`src/rtl/gpio_pkg.sv`:
```
package gpio_pkg;
  localparam int BUS_W  = 32;
  localparam int ADDR_W = 4;

  typedef enum logic [ADDR_W-1:0] {
    A_DIR0  = 4'd0,
    A_DIR1  = 4'd1,
    A_SEL0  = 4'd2,
    A_SEL1  = 4'd3,
    A_OUT0  = 4'd4,
    A_OUT1  = 4'd5,
    A_IN0   = 4'd6,
    A_IN1   = 4'd7,
    A_TEDGE = 4'd8,
    A_TLO   = 4'd9,
    A_THI   = 4'd10,
    A_IEN   = 4'd11,
    A_ICLR  = 4'd12,
    A_ISTAT = 4'd13
  } reg_addr_e;
endpackage

```
`src/rtl/gpio_sync.sv`:
```
module gpio_sync #(
  parameter int W = 64
) (
  input  logic         clk,
  input  logic         rst_n,
  input  logic [W-1:0] din,
  output logic [W-1:0] dout
);
  logic [W-1:0] meta_q;
  logic [W-1:0] sync_q;

  always_ff @(posedge clk or negedge rst_n) begin
    if (!rst_n) begin
      meta_q <= '0;
      sync_q <= '0;
    end else begin
      meta_q <= din;
      sync_q <= meta_q;
    end
  end

  assign dout = sync_q;
endmodule

```
`src/rtl/gpio_regs.sv`:
```
module gpio_regs
  import gpio_pkg::*;
#(
  parameter int NPINS  = 64,
  parameter int BANK_W = BUS_W,
  parameter int IRQ_N  = 16
) (
  input  logic              clk,
  input  logic              rst_n,
  input  logic              wr,
  input  logic [ADDR_W-1:0] addr,
  input  logic [BUS_W-1:0]  wdata,
  output logic [BUS_W-1:0]  rdata,
  input  logic [NPINS-1:0]  sync_in,
  input  logic [IRQ_N-1:0]  irq_stat,
  output logic [NPINS-1:0]  dir_q,
  output logic [NPINS-1:0]  sel_q,
  output logic [NPINS-1:0]  out_q,
  output logic [IRQ_N-1:0]  tedge_q,
  output logic [IRQ_N-1:0]  thi_q,
  output logic [IRQ_N-1:0]  tlo_q,
  output logic [IRQ_N-1:0]  en_q,
  output logic [IRQ_N-1:0]  clr_q
);
  localparam int NBANK = NPINS / BANK_W;
  localparam int BSEL_W = (NBANK > 1) ? $clog2(NBANK) : 1;

  logic [NPINS-1:0] dir_d, sel_d, out_d;
  logic [IRQ_N-1:0] tedge_d, thi_d, tlo_d, en_d, clr_d;
  logic [BSEL_W-1:0] bank;
  reg_addr_e         a;

  assign a    = reg_addr_e'(addr);
  assign bank = BSEL_W'(addr[0]);

  always_comb begin
    dir_d   = dir_q;
    sel_d   = sel_q;
    out_d   = out_q;
    tedge_d = tedge_q;
    thi_d   = thi_q;
    tlo_d   = tlo_q;
    en_d    = en_q;
    clr_d   = clr_q;
    unique case (a)
      A_DIR0, A_DIR1: dir_d[bank*BANK_W +: BANK_W] = wdata;
      A_SEL0, A_SEL1: sel_d[bank*BANK_W +: BANK_W] = wdata;
      A_OUT0, A_OUT1: out_d[bank*BANK_W +: BANK_W] = wdata;
      A_TEDGE:        tedge_d = wdata[IRQ_N-1:0];
      A_THI:          thi_d   = wdata[IRQ_N-1:0];
      A_TLO:          tlo_d   = wdata[IRQ_N-1:0];
      A_IEN:          en_d    = wdata[IRQ_N-1:0];
      A_ICLR:         clr_d   = wdata[IRQ_N-1:0];
      default: ;
    endcase
  end

  always_ff @(posedge clk or negedge rst_n) begin
    if (!rst_n) begin
      dir_q   <= '0;
      sel_q   <= '0;
      out_q   <= '0;
      tedge_q <= '0;
      thi_q   <= '0;
      tlo_q   <= '0;
      en_q    <= '0;
      clr_q   <= '0;
    end else if (wr) begin
      dir_q   <= dir_d;
      sel_q   <= sel_d;
      out_q   <= out_d;
      tedge_q <= tedge_d;
      thi_q   <= thi_d;
      tlo_q   <= tlo_d;
      en_q    <= en_d;
      clr_q   <= clr_d;
    end
  end

  always_comb begin
    rdata = '0;
    unique case (a)
      A_DIR0, A_DIR1: rdata = dir_q[bank*BANK_W +: BANK_W];
      A_SEL0, A_SEL1: rdata = sel_q[bank*BANK_W +: BANK_W];
      A_OUT0, A_OUT1: rdata = out_q[bank*BANK_W +: BANK_W];
      A_IN0, A_IN1:   rdata = sync_in[bank*BANK_W +: BANK_W];
      A_TEDGE:        rdata[IRQ_N-1:0] = tedge_q;
      A_THI:          rdata[IRQ_N-1:0] = thi_q;
      A_TLO:          rdata[IRQ_N-1:0] = tlo_q;
      A_IEN:          rdata[IRQ_N-1:0] = en_q;
      A_ICLR:         rdata[IRQ_N-1:0] = clr_q;
      A_ISTAT:        rdata[IRQ_N-1:0] = irq_stat;
      default: ;
    endcase
  end
endmodule

```
`src/rtl/gpio_irq_detect.sv`:
```
module gpio_irq_detect #(
  parameter int IRQ_N = 16
) (
  input  logic             clk,
  input  logic             rst_n,
  input  logic [IRQ_N-1:0] lvl,
  input  logic [IRQ_N-1:0] tedge,
  input  logic [IRQ_N-1:0] thi,
  input  logic [IRQ_N-1:0] tlo,
  input  logic [IRQ_N-1:0] en,
  input  logic [IRQ_N-1:0] clr,
  output logic [IRQ_N-1:0] lvl_prev,
  output logic [IRQ_N-1:0] pend,
  output logic [IRQ_N-1:0] cond,
  output logic             irq
);
  logic [IRQ_N-1:0] prev_q, pend_q, pend_d;

  for (genvar g = 0; g < IRQ_N; g++) begin : g_pin
    logic rise, fall, hit, lvl_act;
    assign rise    = lvl[g] & ~prev_q[g];
    assign fall    = ~lvl[g] & prev_q[g];
    assign hit     = (thi[g] & rise) | (tlo[g] & fall);
    assign lvl_act = (thi[g] & lvl[g]) | (tlo[g] & ~lvl[g]);
    // clear and edge-off both dominate a new hit
    assign pend_d[g] = (clr[g] | ~tedge[g]) ? 1'b0 : (pend_q[g] | hit);
    assign cond[g]   = tedge[g] ? pend_q[g] : lvl_act;
  end

  always_ff @(posedge clk or negedge rst_n) begin
    if (!rst_n) begin
      prev_q <= '0;
      pend_q <= '0;
    end else begin
      prev_q <= lvl;
      pend_q <= pend_d;
    end
  end

  assign irq      = |(cond & en);
  assign lvl_prev = prev_q;
  assign pend     = pend_q;
endmodule

```
`src/rtl/gpio_pad_mux.sv`:
```
module gpio_pad_mux #(
  parameter int NPINS = 64
) (
  input  logic [NPINS-1:0] sel,
  input  logic [NPINS-1:0] dir,
  input  logic [NPINS-1:0] dout,
  input  logic [NPINS-1:0] alt_out,
  input  logic [NPINS-1:0] alt_oe,
  output logic [NPINS-1:0] pad_out,
  output logic [NPINS-1:0] pad_oe
);
  for (genvar p = 0; p < NPINS; p++) begin : g_pad
    assign pad_oe[p]  = sel[p] ? alt_oe[p]  : dir[p];
    assign pad_out[p] = sel[p] ? alt_out[p] : dout[p];
  end
endmodule

```
`src/rtl/gpio_irq_ctrl.sv`:
```
module gpio_irq_ctrl
  import gpio_pkg::*;
#(
  parameter int NPINS = 64,
  parameter int IRQ_N = 16
) (
  input  logic              clk,
  input  logic              rst_n,
  input  logic              bus_wr,
  input  logic [ADDR_W-1:0] bus_addr,
  input  logic [BUS_W-1:0]  bus_wdata,
  output logic [BUS_W-1:0]  bus_rdata,
  input  logic [NPINS-1:0]  pad_in,
  output logic [NPINS-1:0]  pad_out,
  output logic [NPINS-1:0]  pad_oe,
  input  logic [NPINS-1:0]  alt_out,
  input  logic [NPINS-1:0]  alt_oe,
  output logic              irq
);
  logic [1:0]       rst_pipe;
  logic             rst_n_i;
  logic [NPINS-1:0] sync_q, dir_q, sel_q, out_q;
  logic [IRQ_N-1:0] tedge_q, thi_q, tlo_q, en_q, clr_q;
  logic [IRQ_N-1:0] lvl_prev, pend_q, cond;

  always_ff @(posedge clk or negedge rst_n) begin
    if (!rst_n) rst_pipe <= '0;
    else        rst_pipe <= {rst_pipe[0], 1'b1};
  end
  assign rst_n_i = rst_pipe[1];

  gpio_sync #(.W(NPINS)) u_sync (
    .clk(clk), .rst_n(rst_n_i), .din(pad_in), .dout(sync_q)
  );

  gpio_regs #(.NPINS(NPINS), .BANK_W(BUS_W), .IRQ_N(IRQ_N)) u_regs (
    .clk(clk), .rst_n(rst_n_i), .wr(bus_wr), .addr(bus_addr),
    .wdata(bus_wdata), .rdata(bus_rdata), .sync_in(sync_q),
    .irq_stat(cond), .dir_q(dir_q), .sel_q(sel_q), .out_q(out_q),
    .tedge_q(tedge_q), .thi_q(thi_q), .tlo_q(tlo_q), .en_q(en_q),
    .clr_q(clr_q)
  );

  gpio_irq_detect #(.IRQ_N(IRQ_N)) u_det (
    .clk(clk), .rst_n(rst_n_i), .lvl(sync_q[IRQ_N-1:0]),
    .tedge(tedge_q), .thi(thi_q), .tlo(tlo_q), .en(en_q), .clr(clr_q),
    .lvl_prev(lvl_prev), .pend(pend_q), .cond(cond), .irq(irq)
  );

  gpio_pad_mux #(.NPINS(NPINS)) u_mux (
    .sel(sel_q), .dir(dir_q), .dout(out_q), .alt_out(alt_out),
    .alt_oe(alt_oe), .pad_out(pad_out), .pad_oe(pad_oe)
  );
endmodule

```
`config.mk`:
```
export PLATFORM = sky130hd
export DESIGN_NAME = gpio_irq_ctrl
export DESIGN_NICKNAME = d
export VERILOG_FILES = /design/src/rtl/gpio_pkg.sv /design/src/rtl/gpio_sync.sv /design/src/rtl/gpio_regs.sv /design/src/rtl/gpio_irq_detect.sv /design/src/rtl/gpio_pad_mux.sv /design/src/rtl/gpio_irq_ctrl.sv
export SDC_FILE = /design/constraint.sdc
export NUM_CORES = 1
export LEC_CHECK = 0
export BUFFER_PORTS_ARGS = -buffer_cell sky130_fd_sc_hd__buf_2
export CAP_MARGIN = 10
export CORE_MARGIN = 2
export CORE_UTILIZATION = 52
export DETAILED_ROUTE_END_ITERATION = 12
export PLACE_DENSITY = 0.79
export SYNTH_ARGS = -nofsm -noshare
export SYNTH_HDL_FRONTEND = slang
export SYNTH_SLANG_ARGS = --single-unit
```
`constraint.sdc`:
```
create_clock -name clk -period 40 [get_ports clk]
set_input_delay 4 -clock clk [delete_from_list [all_inputs] [get_ports clk]]
set_output_delay 4 -clock clk [all_outputs]
set_load 0.01 [all_outputs]
```
[Yosys cells after proc, flatten, opt, wreduce, memory -nomap -nowiden]
Index checks and enable logic that the tools add are counted.
Storage, ports and cells
  bits in registers: 434
  input bits: 231
  word-level logic and storage cells: 421
Operators by class
  $add $sub $neg: 1
  equality and inequality tests: 13
  shift operators: 6
  mux-type cells: 165
  bitwise logic cells: 209
  reduce and logical (&&, ||, !) cells: 14
Operator list (count)
  $shiftx A64 B7 Y32: 4
  $bwmux W64: 3
  $mux W1: 160
  $pmux W16 S10: 1
  $and A1 B1 Y1: 96
  $or A1 B1 Y1: 64
  $pmux W16 S4: 1
  $shift A32 B34 Y64 const A: 1
  $shiftx A32 B34 Y64: 1
  $not A1 Y1: 48
  $neg A6 Y34: 1
  $eq A4 B4 Y1 const B: 6
  $and A16 B16 Y16: 1
  $eq A4 B3 Y1 const B: 4
  $reduce_and A2 Y1: 8
  $reduce_or A16 Y1: 1
  $eq A4 B2 Y1 const B: 2
  $reduce_or A2 Y1: 4
  $eq A4 B1 Y1 const B: 1
  $logic_not A4 Y1: 1

[Longest topological paths before layout]
  depth in word-level cells: 6
  depth in mapped cells: 8

[Hierarchy]
From an unflattened synthesis, not the netlist that was laid out.
Second synthesis, totals
  cells, all modules: 1398
  area total of the unflattened synthesis: 19819.0 um^2
Modules (own cells, without submodules)
  gpio_regs: instances 1, cells an instance 978, area each 13287.7 um^2, sequential area each 6806.5 um^2
  gpio_sync: instances 1, cells an instance 128, area each 3203.1 um^2, sequential area each 3203.1 um^2
  gpio_irq_detect: instances 1, cells an instance 161, area each 1757.9 um^2, sequential area each 800.8 um^2
  gpio_pad_mux: instances 1, cells an instance 128, area each 1516.5 um^2, sequential area each 0.0 um^2
  gpio_irq_ctrl: instances 1, cells an instance 3, area each 53.8 um^2, sequential area each 50.0 um^2

[Worst setup path before layout]
OpenSTA, ideal clock, no wires.
  kind: input-to-output
  start point: in bus_addr[1]
  end point: out bus_rdata[13]
  arrival time: 5410 ps
  slack: 30590 ps
  stages: 6
  buffers on the path: 3
  cells stage by stage: buf_6 > buf_4 > clkbuf_1 > mux2i_1 > o22ai_1 > or4_1
Between the ends
  cells in the longest elaborated chain, start to end: 3
  elaborated cells on any way between the ends: 19
RTL lines
  start, declared: line gpio_irq_ctrl.sv:10  | input logic [ADDR_W-1:0] bus_addr,
  $eq A4 B3 Y1, or another cell as far along: line gpio_regs.sv:82  | unique case (a)
  $reduce_or A2 Y1: line gpio_regs.sv:82
  $pmux W16 S10 *: line gpio_regs.sv:82
  end, declared: line gpio_irq_ctrl.sv:12  | output logic [BUS_W-1:0] bus_rdata,
Every way passes the cells marked *; elsewhere a longest branch is shown, timed or not.

[Worst setup path after layout]
  start point: in bus_addr[0]
  end point: out bus_rdata[12]
Between the ends
  cells in the longest elaborated chain, start to end: 3
  elaborated cells on any way between the ends: 23
RTL lines (line)
  parallel branches: the longest is 2 deep, another holds $shiftx A64 B7 Y32
  $pmux W16 S10 *: gpio_regs.sv:82
Every way passes the cells marked *.

==> results.py <==
metrics = {
    "synthesis": {
        "synth-seq-area-share": 0.545,
        "synth_nets": 1627,
        "dominantRegCellSynth": "sky130_fd_sc_hd__dfrtp_1",
        "synthesis.area_per_instance_um2": 14.3,
        "synth.cell_area_um2": 19900,
        "number_of_warnings_printed_during_yosys_synthesis": 0,
        "yosys.cell_types.count": 55,
        "synthCells": 1396,
        "postSynth.asyncResetShare": 1.00,
        "synth.ff_latch_count": 434,
        "synth_enable_flop_cells": 0,
    },
    "timing": {
        "timing.final.max_slew_violations": 0,
        "finalSetupViolCount": 0,
        "shortest_clock_period_the_worst_path_allows_after_layout_ps": 11170,
        "max_slew.worst_pin.slew_ps": 1110,
        "grt_setup_unrepaired": "no",
        "totalNegativeSetupSlack_ps": 0,
        "clock.fmax_mhz": 89.5,
        "clock-skew-final_ps": 14.7,
        "fin_ws_ps": 28830,
        "slew-limit-headroom": 0.255,
        "timing.final.crit_share": 0.279,
        "finalHoldViolations": 0,
    },
    "worst_setup_path": {
        "critical_path_peak_fanout": 99,
        "worstPathRequired_ps": 36000,
        "worstSetupPathType": "input pin to output port",
        "worst-path-stages": 6,
        "startpoint": "bus_addr[0]",
        "worstSetupEndpointType": "output port",
        "crit-reg2reg-capture": "u_sync.meta_q[30]$_DFF_PN0_",
        "worstSetupEndpoint": "bus_rdata[12]",
        "worstPathArrival_ps": 7170,
        "crit_family": "buffers and inverters",
        "rrSetupSlack_ps": 37360,
        "cp_num_buf_inv": 3,
        "cp_cell_sequence": "clkbuf_8 -> buf_4 -> and3_1 -> o311ai_0 -> nand4_1 -> buf_2",
        "worst_r2r_startpoint": "rst_pipe[1]$_DFF_PN0_",
        "ff2ff_path_depth": 2,
        "crit_slowest_cell": "sky130_fd_sc_hd__buf_4",
        "max_stage_delay_ps": 830,
        "cp-start-kind": "input pin",
    },
    "floorplanning": {
        "design.core.area_um2": 37700,
        "std_cell_rows": 71,
        "design.die.area_um2": 39900,
        "initial_core_util": 0.529,
        "die-height_um": 200,
        "floorplan.die.width_um": 200,
        "io_pins": 392,
    },
    "grt": {
        "first_global_vias": 13500,
        "globalRouteTotalUtil": 0.270,
        "initial_antenna_violation_count": 5,
        "wire_length_of_the_first_global_routing_pass_um": 80100,
        "grt_max_degree": 171,
        "grt.overflow.total": 0,
    },
    "layout": {
        "layout_commonest_cell": "sky130_fd_sc_hd__dfrtp_1",
        "nNetsFinal": 1991,
        "final_core_util": 0.629,
        "drive_gt1_frac": 0.506,
        "flow.area_growth_from_synthesis_pct": 19.0,
        "layout.cells.most_common_list": "433 x sky130_fd_sc_hd__dfrtp_1, 390 x sky130_fd_sc_hd__buf_2, 306 x sky130_fd_sc_hd__mux2_2, 139 x sky130_fd_sc_hd__mux2i_1, 90 x sky130_fd_sc_hd__mux2_4",
    },
    "pwr": {
        "leakagePower_nw": 11.4,
        "ir_drop_uv": 35.3,
        "tot_pwr_mw": 1.31,
        "powerDensity_nw_per_um2": 55.2,
    },
    "drt": {
        "routedWlPerCell_um": 23.7,
        "drt_drc_violations_left": 0,
        "drt.antenna.violating_nets": 0,
        "vias_per_cell": 5.79,
        "detail_route.wirelength_um": 54800,
        "drt-pass1-iter-count": 5,
        "dr_total_vias": 13400,
        "drtIter0Drc": 874,
    },
    "clock_network": {
        "ctsRootBufferMaster": "sky130_fd_sc_hd__clkbuf_16",
        "cts_num_sinks": 434,
        "clkTransAtPathRegs_ps": 60,
        "postCtsSetupBuffers": 0,
        "numCtsBuffers": 46,
        "holdBufCountCts": 0,
        "htree_levels": 2,
        "clock_latency_ps": 570,
        "post_cts_resized": 0,
        "clock_tree_from_tritoncts": "built",
        "clk_path_buf_depth": 3,
    },
    "run_status": {
        "status": "finished, final reports clean",
    },
    "placed_design": {
        "io_buffer_count": 391,
        "detailedPlace.worstSlack_ps": 28870,
        "gp_congestion": 0.854,
        "dp.final_hpwl_um": 35900,
    },
    "job": {
        "drv.max_cap_violation_count": 0,
    },
    "min_path": {
        "hp-class": "register to register",
    },
}
power by group:
group,total [mW],switching [mW],internal (mW),leakage (nW)
clock network,0.438,0.175,0.263,0.776
registers,0.587,0.0747,0.513,5.26
logic,0.282,0.119,0.163,5.34
total,1.31,0.368,0.939,11.4
stage by stage:
step,hold WS [ps],cells,instance area (µm²)
CTS,344,2305,23700
detailed placement,335,2223,22100
global route,351,2308,23700
global placement,332,2223,22100
finish,346,2310,23700
floorplan,331,1396,19900
worst register-to-register path: stages (launching register included):
cell	delay, ps
sky130_fd_sc_hd__dfrtp_4	900
sky130_fd_sc_hd__buf_4	690
sky130_fd_sc_hd__buf_4	930
registers in the layout, summed over array words and instances, names as in the netlist:
signal	cells
rst_pipe	2
u_det.lvl_prev	16
u_det.pend	16
u_regs.clr_q	16
u_regs.dir_q	64
u_regs.en_q	16
u_regs.out_q	64
u_regs.sel_q	64
u_regs.tedge_q	16
u_regs.thi_q	16
u_regs.tlo_q	16
u_sync.dout	64
u_sync.meta_q	64
worst min-delay path by stage:
| stage | from | slack, ps | depth (start not counted) | end |
|---|---|---|---|---|
| 2_1_floorplan | rst_pipe[0]$_DFF_PN0_ | 330 | 0 | rst_pipe[1]$_DFF_PN0_ |
| 3_3_place_gp | u_sync.meta_q[61]$_DFF_PN0_ | 330 | 0 | u_sync.dout[61]$_DFF_PN0_ |
| 3_5_place_dp | u_sync.meta_q[17]$_DFF_PN0_ | 330 | 0 | u_sync.dout[17]$_DFF_PN0_ |
| 4_1_cts | u_sync.meta_q[54]$_DFF_PN0_ | 340 | 0 | u_sync.dout[54]$_DFF_PN0_ |
| 5_1_grt | u_sync.meta_q[44]$_DFF_PN0_ | 350 | 0 | u_sync.dout[44]$_DFF_PN0_ |
| 6_report | u_sync.meta_q[47]$_DFF_PN0_ | 350 | 0 | u_sync.dout[47]$_DFF_PN0_ |
kinds of logic after synthesis:
| logic type | share of synthesized area |
|---|---|
| AOI/OAI and AO/OA | 0.0572 |
| DFF | 0.545 |
| other | 0.000188 |
| and+or+nand+nor | 0.0556 |
| buffers and inverters | 0.0275 |
| muxes | 0.314 |
routing by layer:
metal  track usage  up-vias  part of all wire
met3        0.0581      127             0.068
met1         0.355     6822              0.42
li1              -     5892                 -
met4         0.114        0             0.037
met2         0.436      542              0.48
met5             0        -                 0
layout make-up:
type,count,area (µm²)
multi-input cells,868,8520
well taps,511,639
repair buffers,404,2080
clock inverters,16,193
inverters,6,22.5
fillers,2889,14000
clock buffers,66,1370
diodes,5,12.5
flip-flops and latches,434,10900
cells in the mapped netlist (4+ instances only):
| library cell | count | area share |
|---|---|---|
| sky130_fd_sc_hd__mux2_2 | 306 | 0.17 |
| sky130_fd_sc_hd__nand2_1 | 6 | 0.0011 |
| sky130_fd_sc_hd__mux2i_1 | 139 | 0.070 |
| sky130_fd_sc_hd__nor2b_1 | 37 | 0.012 |
| sky130_fd_sc_hd__dfrtp_1 | 434 | 0.55 |
| sky130_fd_sc_hd__buf_2 | 30 | 0.0075 |
| sky130_fd_sc_hd__nor3b_1 | 17 | 0.0064 |
| sky130_fd_sc_hd__o311ai_0 | 20 | 0.0088 |
| sky130_fd_sc_hd__nand3_1 | 9 | 0.0023 |
| sky130_fd_sc_hd__o2111ai_1 | 4 | 0.0018 |
| sky130_fd_sc_hd__a221oi_1 | 9 | 0.0040 |
| sky130_fd_sc_hd__mux2_4 | 90 | 0.068 |
| sky130_fd_sc_hd__buf_6 | 14 | 0.0079 |
| sky130_fd_sc_hd__and2_1 | 16 | 0.0050 |
| sky130_fd_sc_hd__mux2_1 | 4 | 0.0023 |
| sky130_fd_sc_hd__nor2_1 | 25 | 0.0047 |
| sky130_fd_sc_hd__nand3b_1 | 5 | 0.0019 |
| sky130_fd_sc_hd__buf_4 | 14 | 0.0053 |
| sky130_fd_sc_hd__o31ai_1 | 5 | 0.0019 |
| sky130_fd_sc_hd__o211ai_1 | 4 | 0.0015 |
| sky130_fd_sc_hd__inv_1 | 6 | 0.0011 |
| sky130_fd_sc_hd__a211oi_1 | 18 | 0.0068 |
| sky130_fd_sc_hd__o22ai_1 | 54 | 0.017 |
| sky130_fd_sc_hd__a32oi_1 | 6 | 0.0026 |
| sky130_fd_sc_hd__nand2b_1 | 18 | 0.0057 |
| sky130_fd_sc_hd__clkbuf_1 | 29 | 0.0055 |
| sky130_fd_sc_hd__a22o_1 | 9 | 0.0040 |
| sky130_fd_sc_hd__or2_2 | 16 | 0.0050 |
| sky130_fd_sc_hd__o32ai_1 | 7 | 0.0031 |
Note: power is estimated with default switching activity, not from simulation.
